--- config.mk ---
export PLATFORM = sky130hd
export DESIGN_NAME = xy_addr_gen
export DESIGN_NICKNAME = d
export VERILOG_FILES = /design/src/rtl/xy_agu_pkg.sv /design/src/rtl/xy_agu_ctrl.sv /design/src/rtl/xy_agu_datapath.sv /design/src/rtl/xy_addr_gen.sv
export SDC_FILE = /design/constraint.sdc
export NUM_CORES = 1
export LEC_CHECK = 0
export BUFFER_PORTS_ARGS = -buffer_cell sky130_fd_sc_hd__buf_4
export CORE_ASPECT_RATIO = 1.2
export CORE_MARGIN = 4
export CORE_UTILIZATION = 61
export CTS_CLUSTER_SIZE = 28
export DETAILED_ROUTE_END_ITERATION = 16
export PLACE_DENSITY = 0.91
export SETUP_SLACK_MARGIN = 0.3
export SLEW_MARGIN = 15
export SYNTH_ARGS = -nofsm -noshare
export SYNTH_HDL_FRONTEND = slang
export SYNTH_SLANG_ARGS = --single-unit
--- constraint.sdc ---
create_clock -name clk -period 3.6 [get_ports clk]
set_input_delay 0.36 -clock clk [delete_from_list [all_inputs] [get_ports clk]]
set_output_delay 0.36 -clock clk [all_outputs]
set_load 0.02 [all_outputs]
--- src/rtl/xy_agu_pkg.sv ---
package xy_agu_pkg;

  localparam int NUM_SIDES = 2;
  localparam int PTRS_PER_SIDE = 2;
  localparam int RF_AW = 3;
  localparam int NUM_RF_REGS = NUM_SIDES * PTRS_PER_SIDE + NUM_SIDES;
  localparam int IDX_BASE = NUM_SIDES * PTRS_PER_SIDE;

  typedef enum logic [1:0] {
    MODE_KEEP  = 2'b00,
    MODE_STEP  = 2'b01,
    MODE_INDEX = 2'b10,
    MODE_RSVD  = 2'b11
  } upd_mode_e;

  // strobes for one side, decoded by control and consumed by the datapath
  typedef struct packed {
    logic issue;     // side active: drive live pointer and capture it
    logic ptrSel;    // which pointer of the side
    logic bump;      // post-update the selected pointer
    logic useIndex;  // increment comes from the index register
  } side_ctl_t;

  typedef struct packed {
    side_ctl_t [NUM_SIDES-1:0] sides;
    logic [NUM_RF_REGS-1:0]    rfWrStb;
  } agu_ctl_t;

endpackage

--- src/rtl/xy_agu_ctrl.sv ---
module xy_agu_ctrl
  import xy_agu_pkg::*;
(
  input  logic                   xEn,
  input  logic                   xSel,
  input  logic [1:0]             xMode,
  input  logic                   yEn,
  input  logic                   ySel,
  input  logic [1:0]             yMode,
  input  logic                   rfWe,
  input  logic [RF_AW-1:0]       rfWaddr,
  output agu_ctl_t               ctl
);

  logic [NUM_RF_REGS-1:0] wrStb;
  logic [NUM_SIDES-1:0]   sideEn;
  logic [NUM_SIDES-1:0]   sideSel;
  logic [NUM_SIDES-1:0][1:0] sideMode;

  assign sideEn   = {yEn, xEn};
  assign sideSel  = {ySel, xSel};
  assign sideMode = {yMode, xMode};

  // one-hot write strobes; indices beyond the map decode to nothing
  for (genvar r = 0; r < NUM_RF_REGS; r++) begin : g_wr
    assign wrStb[r] = rfWe && (rfWaddr == RF_AW'(r));
  end

  assign ctl.rfWrStb = wrStb;

  for (genvar s = 0; s < NUM_SIDES; s++) begin : g_side
    upd_mode_e mode;
    logic      ptrHit;
    logic      wantsUpd;

    assign mode     = upd_mode_e'(sideMode[s]);
    assign ptrHit   = sideSel[s] ? wrStb[s*PTRS_PER_SIDE + 1] : wrStb[s*PTRS_PER_SIDE];
    assign wantsUpd = (mode == MODE_STEP) || (mode == MODE_INDEX);

    always_comb begin
      ctl.sides[s].issue    = sideEn[s];
      ctl.sides[s].ptrSel   = sideSel[s];
      // a register-file write to the same pointer overrides the post-update
      ctl.sides[s].bump     = sideEn[s] && wantsUpd && !ptrHit;
      ctl.sides[s].useIndex = (mode == MODE_INDEX);
    end
  end

endmodule

--- src/rtl/xy_agu_datapath.sv ---
module xy_agu_datapath
  import xy_agu_pkg::*;
#(
  parameter int AW   = 32,
  parameter int STEP = 2
) (
  input  logic                         clk,
  input  logic                         rstN,
  input  agu_ctl_t                     ctl,
  input  logic [AW-1:0]                rfWdata,
  input  logic [RF_AW-1:0]             rfRaddr,
  output logic [NUM_SIDES-1:0][AW-1:0] sideAddr,
  output logic [AW-1:0]                rfRdata
);

  logic [NUM_SIDES-1:0][AW-1:0] sideRd;

  for (genvar s = 0; s < NUM_SIDES; s++) begin : g_side
    logic [AW-1:0] ptrQ [PTRS_PER_SIDE];
    logic [AW-1:0] idxQ;
    logic [AW-1:0] holdQ;
    logic [AW-1:0] curPtr;
    logic [AW-1:0] incr;
    logic [AW-1:0] nextPtr;
    side_ctl_t     sc;

    assign sc      = ctl.sides[s];
    assign curPtr  = sc.ptrSel ? ptrQ[1] : ptrQ[0];
    // dedicated per-side adder, wraps at the word width
    assign incr    = sc.useIndex ? idxQ : AW'(STEP);
    assign nextPtr = curPtr + incr;

    always_ff @(posedge clk or negedge rstN) begin
      if (!rstN) begin
        for (int p = 0; p < PTRS_PER_SIDE; p++) ptrQ[p] <= '0;
        idxQ  <= '0;
        holdQ <= '0;
      end else begin
        for (int p = 0; p < PTRS_PER_SIDE; p++) begin
          if (ctl.rfWrStb[s*PTRS_PER_SIDE + p])
            ptrQ[p] <= rfWdata;
          else if (sc.bump && (sc.ptrSel == p[0]))
            ptrQ[p] <= nextPtr;
        end
        if (ctl.rfWrStb[IDX_BASE + s])
          idxQ <= rfWdata;
        if (sc.issue)
          holdQ <= curPtr;
      end
    end

    assign sideAddr[s] = sc.issue ? curPtr : holdQ;

    always_comb begin
      sideRd[s] = '0;
      if (rfRaddr == RF_AW'(s*PTRS_PER_SIDE))
        sideRd[s] = ptrQ[0];
      else if (rfRaddr == RF_AW'(s*PTRS_PER_SIDE + 1))
        sideRd[s] = ptrQ[1];
      else if (rfRaddr == RF_AW'(IDX_BASE + s))
        sideRd[s] = idxQ;
    end
  end

  always_comb begin
    rfRdata = '0;
    for (int s = 0; s < NUM_SIDES; s++) rfRdata = rfRdata | sideRd[s];
  end

endmodule

--- src/rtl/xy_addr_gen.sv ---
module xy_addr_gen
  import xy_agu_pkg::*;
#(
  parameter int AW   = 32,
  parameter int STEP = 2
) (
  input  logic             clk,
  input  logic             rstN,
  input  logic             xEn,
  input  logic             xSel,
  input  logic [1:0]       xMode,
  input  logic             yEn,
  input  logic             ySel,
  input  logic [1:0]       yMode,
  input  logic             rfWe,
  input  logic [RF_AW-1:0] rfWaddr,
  input  logic [AW-1:0]    rfWdata,
  input  logic [RF_AW-1:0] rfRaddr,
  output logic [AW-1:0]    rfRdata,
  output logic [AW-1:0]    xAddr,
  output logic [AW-1:0]    yAddr
);

  agu_ctl_t                     ctl;
  logic [NUM_SIDES-1:0][AW-1:0] sideAddr;

  xy_agu_ctrl u_ctrl (
    .xEn     (xEn),
    .xSel    (xSel),
    .xMode   (xMode),
    .yEn     (yEn),
    .ySel    (ySel),
    .yMode   (yMode),
    .rfWe    (rfWe),
    .rfWaddr (rfWaddr),
    .ctl     (ctl)
  );

  xy_agu_datapath #(.AW(AW), .STEP(STEP)) u_dp (
    .clk      (clk),
    .rstN     (rstN),
    .ctl      (ctl),
    .rfWdata  (rfWdata),
    .rfRaddr  (rfRaddr),
    .sideAddr (sideAddr),
    .rfRdata  (rfRdata)
  );

  assign xAddr = sideAddr[0];
  assign yAddr = sideAddr[1];

endmodule

# == After elaboration in Yosys (flattened, before gate mapping) ==
# Cells that the tools add are included.
# word_totals
reg_bits,256
input_bits,49
output_inout_bits,96
word_cells,73
# op_classes
add_sub_neg,2
n_eq_ne,14
muxes,22
bitwise,3
reduce_logical,24
# ops
operator,n
32-bit 2-to-1 mux,20
32-bit adder,2
32-bit bitwise OR,1
1-bit logical AND,14
"3-bit by 2-bit equality test with 1-bit output, second input constant",4
"3-bit equality test, second input constant",4
2-bit nonzero test,4
"3-bit by 1-bit equality test with 1-bit output, second input constant",2
3-bit logical NOT,2
"2-bit by 1-bit equality test with 1-bit output, second input constant",2
"2-bit equality test, second input constant",2
1-bit logical NOT,2
1-bit logical OR,2
1-bit 2-to-1 mux,2
1-bit NOT,2

# == Longest topological paths before layout ==
# logic_depth
ltp_word,8
ltp_mapped,16
ltp_nobuf,15

# == Modules after synthesis ==
# A second synthesis with hierarchy kept.
# unflattened
hier_cells,1732
hier_area_um2,16677.2
# modules_own_cells
mod,instances,cells_each,area_each_um2,seq_area_each_um2
xy_agu_datapath,1,1709,16497.1,6406.1
xy_agu_ctrl,1,23,180.2,0.0

# == Least setup slack after synthesis ==
# OpenSTA, ideal clock, no wires.
# synth_path
path_type,input to register
from,input port ySel
to,register u_dp.g_side[1].ptrQ[63] (netlist name)
setup_ns,0.069
arrival_ns,3.500
t_required_ns,3.531
slack_ns,0.031
cell_stages,13
path_buffers,2
cell_sequence,clkbuf_1 > clkbuf_1 > mux2_2 > ha_1 > and3_4 > a31oi_1 > a21boi_2 > o211a_4 > o21bai_4 > a311oi_4 > o41ai_2 > or4_1 > nand3_1
# synth_between
elab_chain_cells,5
word_cells_on_any_way,10
cone_classes,1 x add/sub; 4 x mux; 1 x bitwise; 4 x reduce/logical
# synth_lines
element,line_no,rtl
from (decl),xy_addr_gen.sv:13,"input logic ySel,"
branches (longest 5 deep; another with 32-bit adder),--,
"to (signal, indexed assignment)",xy_agu_datapath.sv:41,ptrQ[p] <= rfWdata;
"to (signal, indexed assignment)",xy_agu_datapath.sv:43,ptrQ[p] <= nextPtr;
to (decl),xy_agu_datapath.sv:19,logic [AW-1:0] ptrQ [PTRS_PER_SIDE];
# Several ways; the timed one is not identified. The select of a mux whose other input is x is not followed.
# A chain may end at the register's enable or synchronous reset.

# == Final worst setup path ==
# layout_path
from,register u_dp.g_side[1].ptrQ[42] (netlist name)
to,register u_dp.g_side[1].ptrQ[31] (netlist name)
# layout_between
elab_chain_cells,4
# layout_lines
element,line_no,rtl
32-bit 2-to-1 mux,xy_agu_datapath.sv:28,assign curPtr = sc.ptrSel ? ptrQ[1] : ptrQ[0];
32-bit adder,xy_agu_datapath.sv:31,assign nextPtr = curPtr + incr;
32-bit 2-to-1 mux,xy_agu_datapath.sv:42,else if (sc.bump && (sc.ptrSel == p[0]))
32-bit 2-to-1 mux,xy_agu_datapath.sv:40,if (ctl.rfWrStb[s*PTRS_PER_SIDE + p])
# No other way between the ends. The select of a mux whose other input is x is not followed.

==> results.txt <==
Pre-antenna DRT Iters: 6
net count of the mapped netlist: 1934
most heavily used metal layer in global routing: met2
endpoint of the worst hold-timing path: u_dp.g_side[1].ptrQ[33]
TritonCTS clock tree: yes
CTS H-tree lvls: 1
flop and latch count out of synthesis: 256
status: completed
Post-Syn Instances: 1819
Data arrival, critical path: 3.67 ns
MaxCap Viol Count: 0
share of the yosys chip area belonging to registers: 38.73%
clock period minus worst slack: 3.195 ns
worst reg-to-reg setup slack: 0.41 ns
clock latency on the worst-skew pair: 0.55 ns
Largest delay share family, worst path: compound AO/OA/AOI/OAI gates
worst hold path startpoint: rfWdata[1]
Final #Nets: 2059
maximum resistive drop on vdd: 0.5000 mV
starting density of the core: 62.39%
largest clock skew in the final design: 0.01393 ns
initial antenna violation count: 0
YS warnings: 0
area of the mapped netlist: 16540 µm²
pins over their slew limit: 0
Crit Path Category: flop to flop
post-synthesis xor/xnor area fraction: 2.806%
Total Wirelength: 52940 µm
half-perimeter wire length after placement: 36730 µm
static leakage power: 0.008952 µW
pin count of the biggest net entering global routing: 87
final worst-path cycle share: 88.75%
primary flip-flop cell chosen by synthesis mapping: sky130_fd_sc_hd__dfrtp_1
total global routing overflow: 0
critical path buffer and inverter count: 0
largest fanout of any net on the critical path: 5
share of synthesized area spent on multiplexers: 17.32%
Routability Congestion: 0.9485
required time at the worst-slack endpoint: 4.07 ns
number of placed I/O pins: 145
Die ar.: 29830 µm²
worst stage delay on the critical path: 0.53 ns
CP most frequent cell: sky130_fd_sc_hd__a21o_1
via count of the first global-routing pass: 15480
met2 Usage GRT: 56.57%
ordered list of cells on the worst path: mux2_2 -> ha_1 -> a21o_1 -> a21o_1 -> a21oi_1 -> o211a_4 -> o21bai_4 -> a311oi_4 -> o41ai_2 -> or4_1 -> nand3_1
complex-gate fraction of the synthesized area: 15.78%
max_slew headroom: 18.75%
launching point of the worst reg2reg path: u_dp.g_side[1].ptrQ[42]
mean number of vias per cell: 6.724
clock root buffer: sky130_fd_sc_hd__clkbuf_16
antenna cell count: 0
average cell area after synthesis: 9.093 µm²
cell depth of the worst hold path: 3
number of hold violations in the final report: 0
total of endpoints with negative setup slack in the final report: 0
type of element capturing the critical path: flop
die height: 188.4 µm
Hold/Removal Path Class: primary input to flop
wire length per cell after detailed routing: 23.04 µm
count of clock tree sinks: 256
register clock-pin slew on the reported worst setup and hold paths: 0.07 ns
number of cells on the worst reg-to-reg path: 11
worst hold margin: 0.08680 ns
count of flip-flops with a built-in enable after synthesis: 0
Vias: 15450
Layout Utilization: 72.35%
number of buffers added by the clock tree synthesis step: 27
met3 track demand over resource in global routing: 4.227%
Tightest Pin Transition: 1.216 ns
share of synthesized flip-flops with an asynchronous set or reset: 100.0%
RSZ-0062 raised after global routing: no
Detailed Route Iter0 Violations: 1551
ratio of total power to cell area: 714.3 nW/µm²
worst flop-to-flop path endpoint: u_dp.g_side[1].ptrQ[31]
GRT Total Usage: 34.58%
kind of start point of the critical path: flop
Die X: 158.3 µm
adder-cell share of the synthesized area: 5.083%
peak clock frequency supported by timing: 313.0 MHz
number of unique standard cell types used by synthesis: 66
fraction of layout cells with a size suffix above 1: 24.66%
total DRC errors in the routed layout: 0
main combinational cell family by area after synthesis: multiplexers
synthesized-area fraction occupied by and/or/nand/nor cells: 17.13%
area of the core: 26510 µm²
Rows: 65
CP max stage cell: sky130_fd_sc_hd__or4_1
buffer depth of the longest clock path: 3
area growth from synthesis to final layout: 15.96%
antenna-violating nets left: 0
input/output buffers: 144
first-pass GRT wire length: 82230 µm
met1 track demand over resource in global routing: 41.63%
flip-flops by register name, indices dropped and copies added (netlist names):
| signal | flops |
|---|---|
| u_dp.g_side.idxQ | 64 |
| u_dp.g_side.ptrQ | 128 |
| u_dp.g_side.holdQ | 64 |
layer usage:
layer / part of all wire [%] / routed length [µm]
met4: 8.8 / 4634
met2: 47 / 25140
met3: 8.0 / 4260
met5: 0 / 0
met1: 36 / 18910
what timing repair did:
action | CTS | global route
endpoints found under the hold margin | 83 | 0
endpoints found under the setup margin | 0 | 31
setup buffers | 0 | 1
hold buffers | 1 | 0
gates resized for setup | 0 | 13
synthesized netlist by cell type (3+ instances only):
cell type	number	area share, %
sky130_fd_sc_hd__nor2_1	167	3.8
sky130_fd_sc_hd__nor2b_1	6	0.23
sky130_fd_sc_hd__a311oi_1	4	0.21
sky130_fd_sc_hd__o21ai_0	40	1.2
sky130_fd_sc_hd__or3_1	5	0.19
sky130_fd_sc_hd__or4_1	3	0.14
sky130_fd_sc_hd__xnor2_1	28	1.5
sky130_fd_sc_hd__o21a_1	7	0.32
sky130_fd_sc_hd__xor2_1	25	1.3
sky130_fd_sc_hd__a21o_1	39	1.8
sky130_fd_sc_hd__and3b_1	3	0.16
sky130_fd_sc_hd__nand3_1	51	1.5
sky130_fd_sc_hd__o211ai_1	6	0.27
sky130_fd_sc_hd__dfrtp_1	256	39
sky130_fd_sc_hd__mux2i_1	77	4.7
sky130_fd_sc_hd__nand2b_1	6	0.23
sky130_fd_sc_hd__and2_1	64	2.4
sky130_fd_sc_hd__and3_1	22	0.83
sky130_fd_sc_hd__nor3_1	16	0.48
sky130_fd_sc_hd__nand4_1	13	0.49
sky130_fd_sc_hd__a211oi_1	4	0.18
sky130_fd_sc_hd__inv_1	13	0.30
sky130_fd_sc_hd__o221ai_1	32	1.7
sky130_fd_sc_hd__nor3b_1	3	0.14
sky130_fd_sc_hd__o21bai_1	9	0.41
sky130_fd_sc_hd__a31oi_1	65	2.5
sky130_fd_sc_hd__buf_1	19	0.43
sky130_fd_sc_hd__o21ai_1	21	0.64
sky130_fd_sc_hd__a21oi_1	156	4.7
sky130_fd_sc_hd__clkbuf_1	103	2.3
sky130_fd_sc_hd__nand3b_1	3	0.14
sky130_fd_sc_hd__ha_1	64	4.8
sky130_fd_sc_hd__o31ai_1	5	0.23
sky130_fd_sc_hd__nand2_1	253	5.7
sky130_fd_sc_hd__or2_2	4	0.15
sky130_fd_sc_hd__mux2_2	186	13
cells by family (layout without fill, tap and decap cells):
| family | count (synthesis) | count (layout) |
|---|---|---|
| xor+xnor | 53 | 53 |
| simple gates | 628 | 628 |
| compound gates | 415 | 415 |
| mux | 263 | 263 |
| buf+inv | 138 | 282 |
| flops | 256 | 256 |
| fa+ha+maj | 66 | 66 |
how the worst max path moves through the flow:
stage,slack [ns],to,from,depth (start not counted)
6_report,0.41,u_dp.g_side[1].ptrQ[31],u_dp.g_side[1].ptrQ[42],11
5_1_grt,0.29,u_dp.g_side[0].ptrQ[25],u_dp.g_side[0].ptrQ[12],12
4_1_cts,0.42,u_dp.g_side[0].ptrQ[12],u_dp.g_side[0].ptrQ[0],12
3_5_place_dp,-0.04,u_dp.g_side[0].ptrQ[13],xMode[0],15
3_3_place_gp,0.04,u_dp.g_side[0].ptrQ[13],xMode[0],15
2_1_floorplan,0.32,u_dp.g_side[1].ptrQ[28],yMode[0],16
power by group:
part           total, µW  internal (µW)  leakage (µW)  switching, µW
clock               2830           1640      0.000434           1190
sequential          4580           3910       0.00309            673
combinational       6290           2730       0.00542           3560
through the flow:
stage | cells | setup TNS (ns) | instance area, µm² | worst slack, ns | total power, µW
final | 2298 | 0 | 19180 | 0.4051 | 13700
after global routing | 2298 | 0 | 19180 | 0.2939 | 14430
after CTS | 2297 | 0 | 19120 | 0.4230 | 13590
after detailed placement | 2248 | -0.04852 | 18230 | -0.03516 | 10730
after global placement | 2248 | 0 | 18230 | 0.03761 | 10500
after floorplan | 1819 | 0 | 16570 | 0.3163 | 8498
worst reg2reg max path: stages (launching register included):
cell and delay, ns:
sky130_fd_sc_hd__dfrtp_1 0.40, sky130_fd_sc_hd__mux2_2 0.32, sky130_fd_sc_hd__ha_1 0.37, sky130_fd_sc_hd__a21o_1 0.19, sky130_fd_sc_hd__a21o_1 0.18, sky130_fd_sc_hd__a21oi_1 0.19, sky130_fd_sc_hd__o211a_4 0.23, sky130_fd_sc_hd__o21bai_4 0.11
sky130_fd_sc_hd__a311oi_4 0.36, sky130_fd_sc_hd__o41ai_2 0.14, sky130_fd_sc_hd__or4_1 0.53, sky130_fd_sc_hd__nand3_1 0.12
placed cells by master (no fill, tap or decap), drive strengths merged, types with 14 or more instances in the layout:
master / n
ha: 64
nor2: 167
a21oi: 156
mux2: 186
a21o: 39
and3: 23
dfrtp: 256
o21ai: 61
xor2: 25
buf: 219
mux2i: 77
nand3: 51
and2: 64
nand2: 253
inv: 14
nor3: 17
a31oi: 65
xnor2: 28
o221ai: 32
clkbuf: 38
final cells by class:
class	count	area [µm²]
timing repair buffer	220	1712
clock inverter	10	108.9
inverter	14	52.55
clock buffer	38	777.0
multi-input combinational	1425	9706
sequential	256	6406
tap	335	419.2
fill	1909	7332
Power figures use the tool's default switching activity.
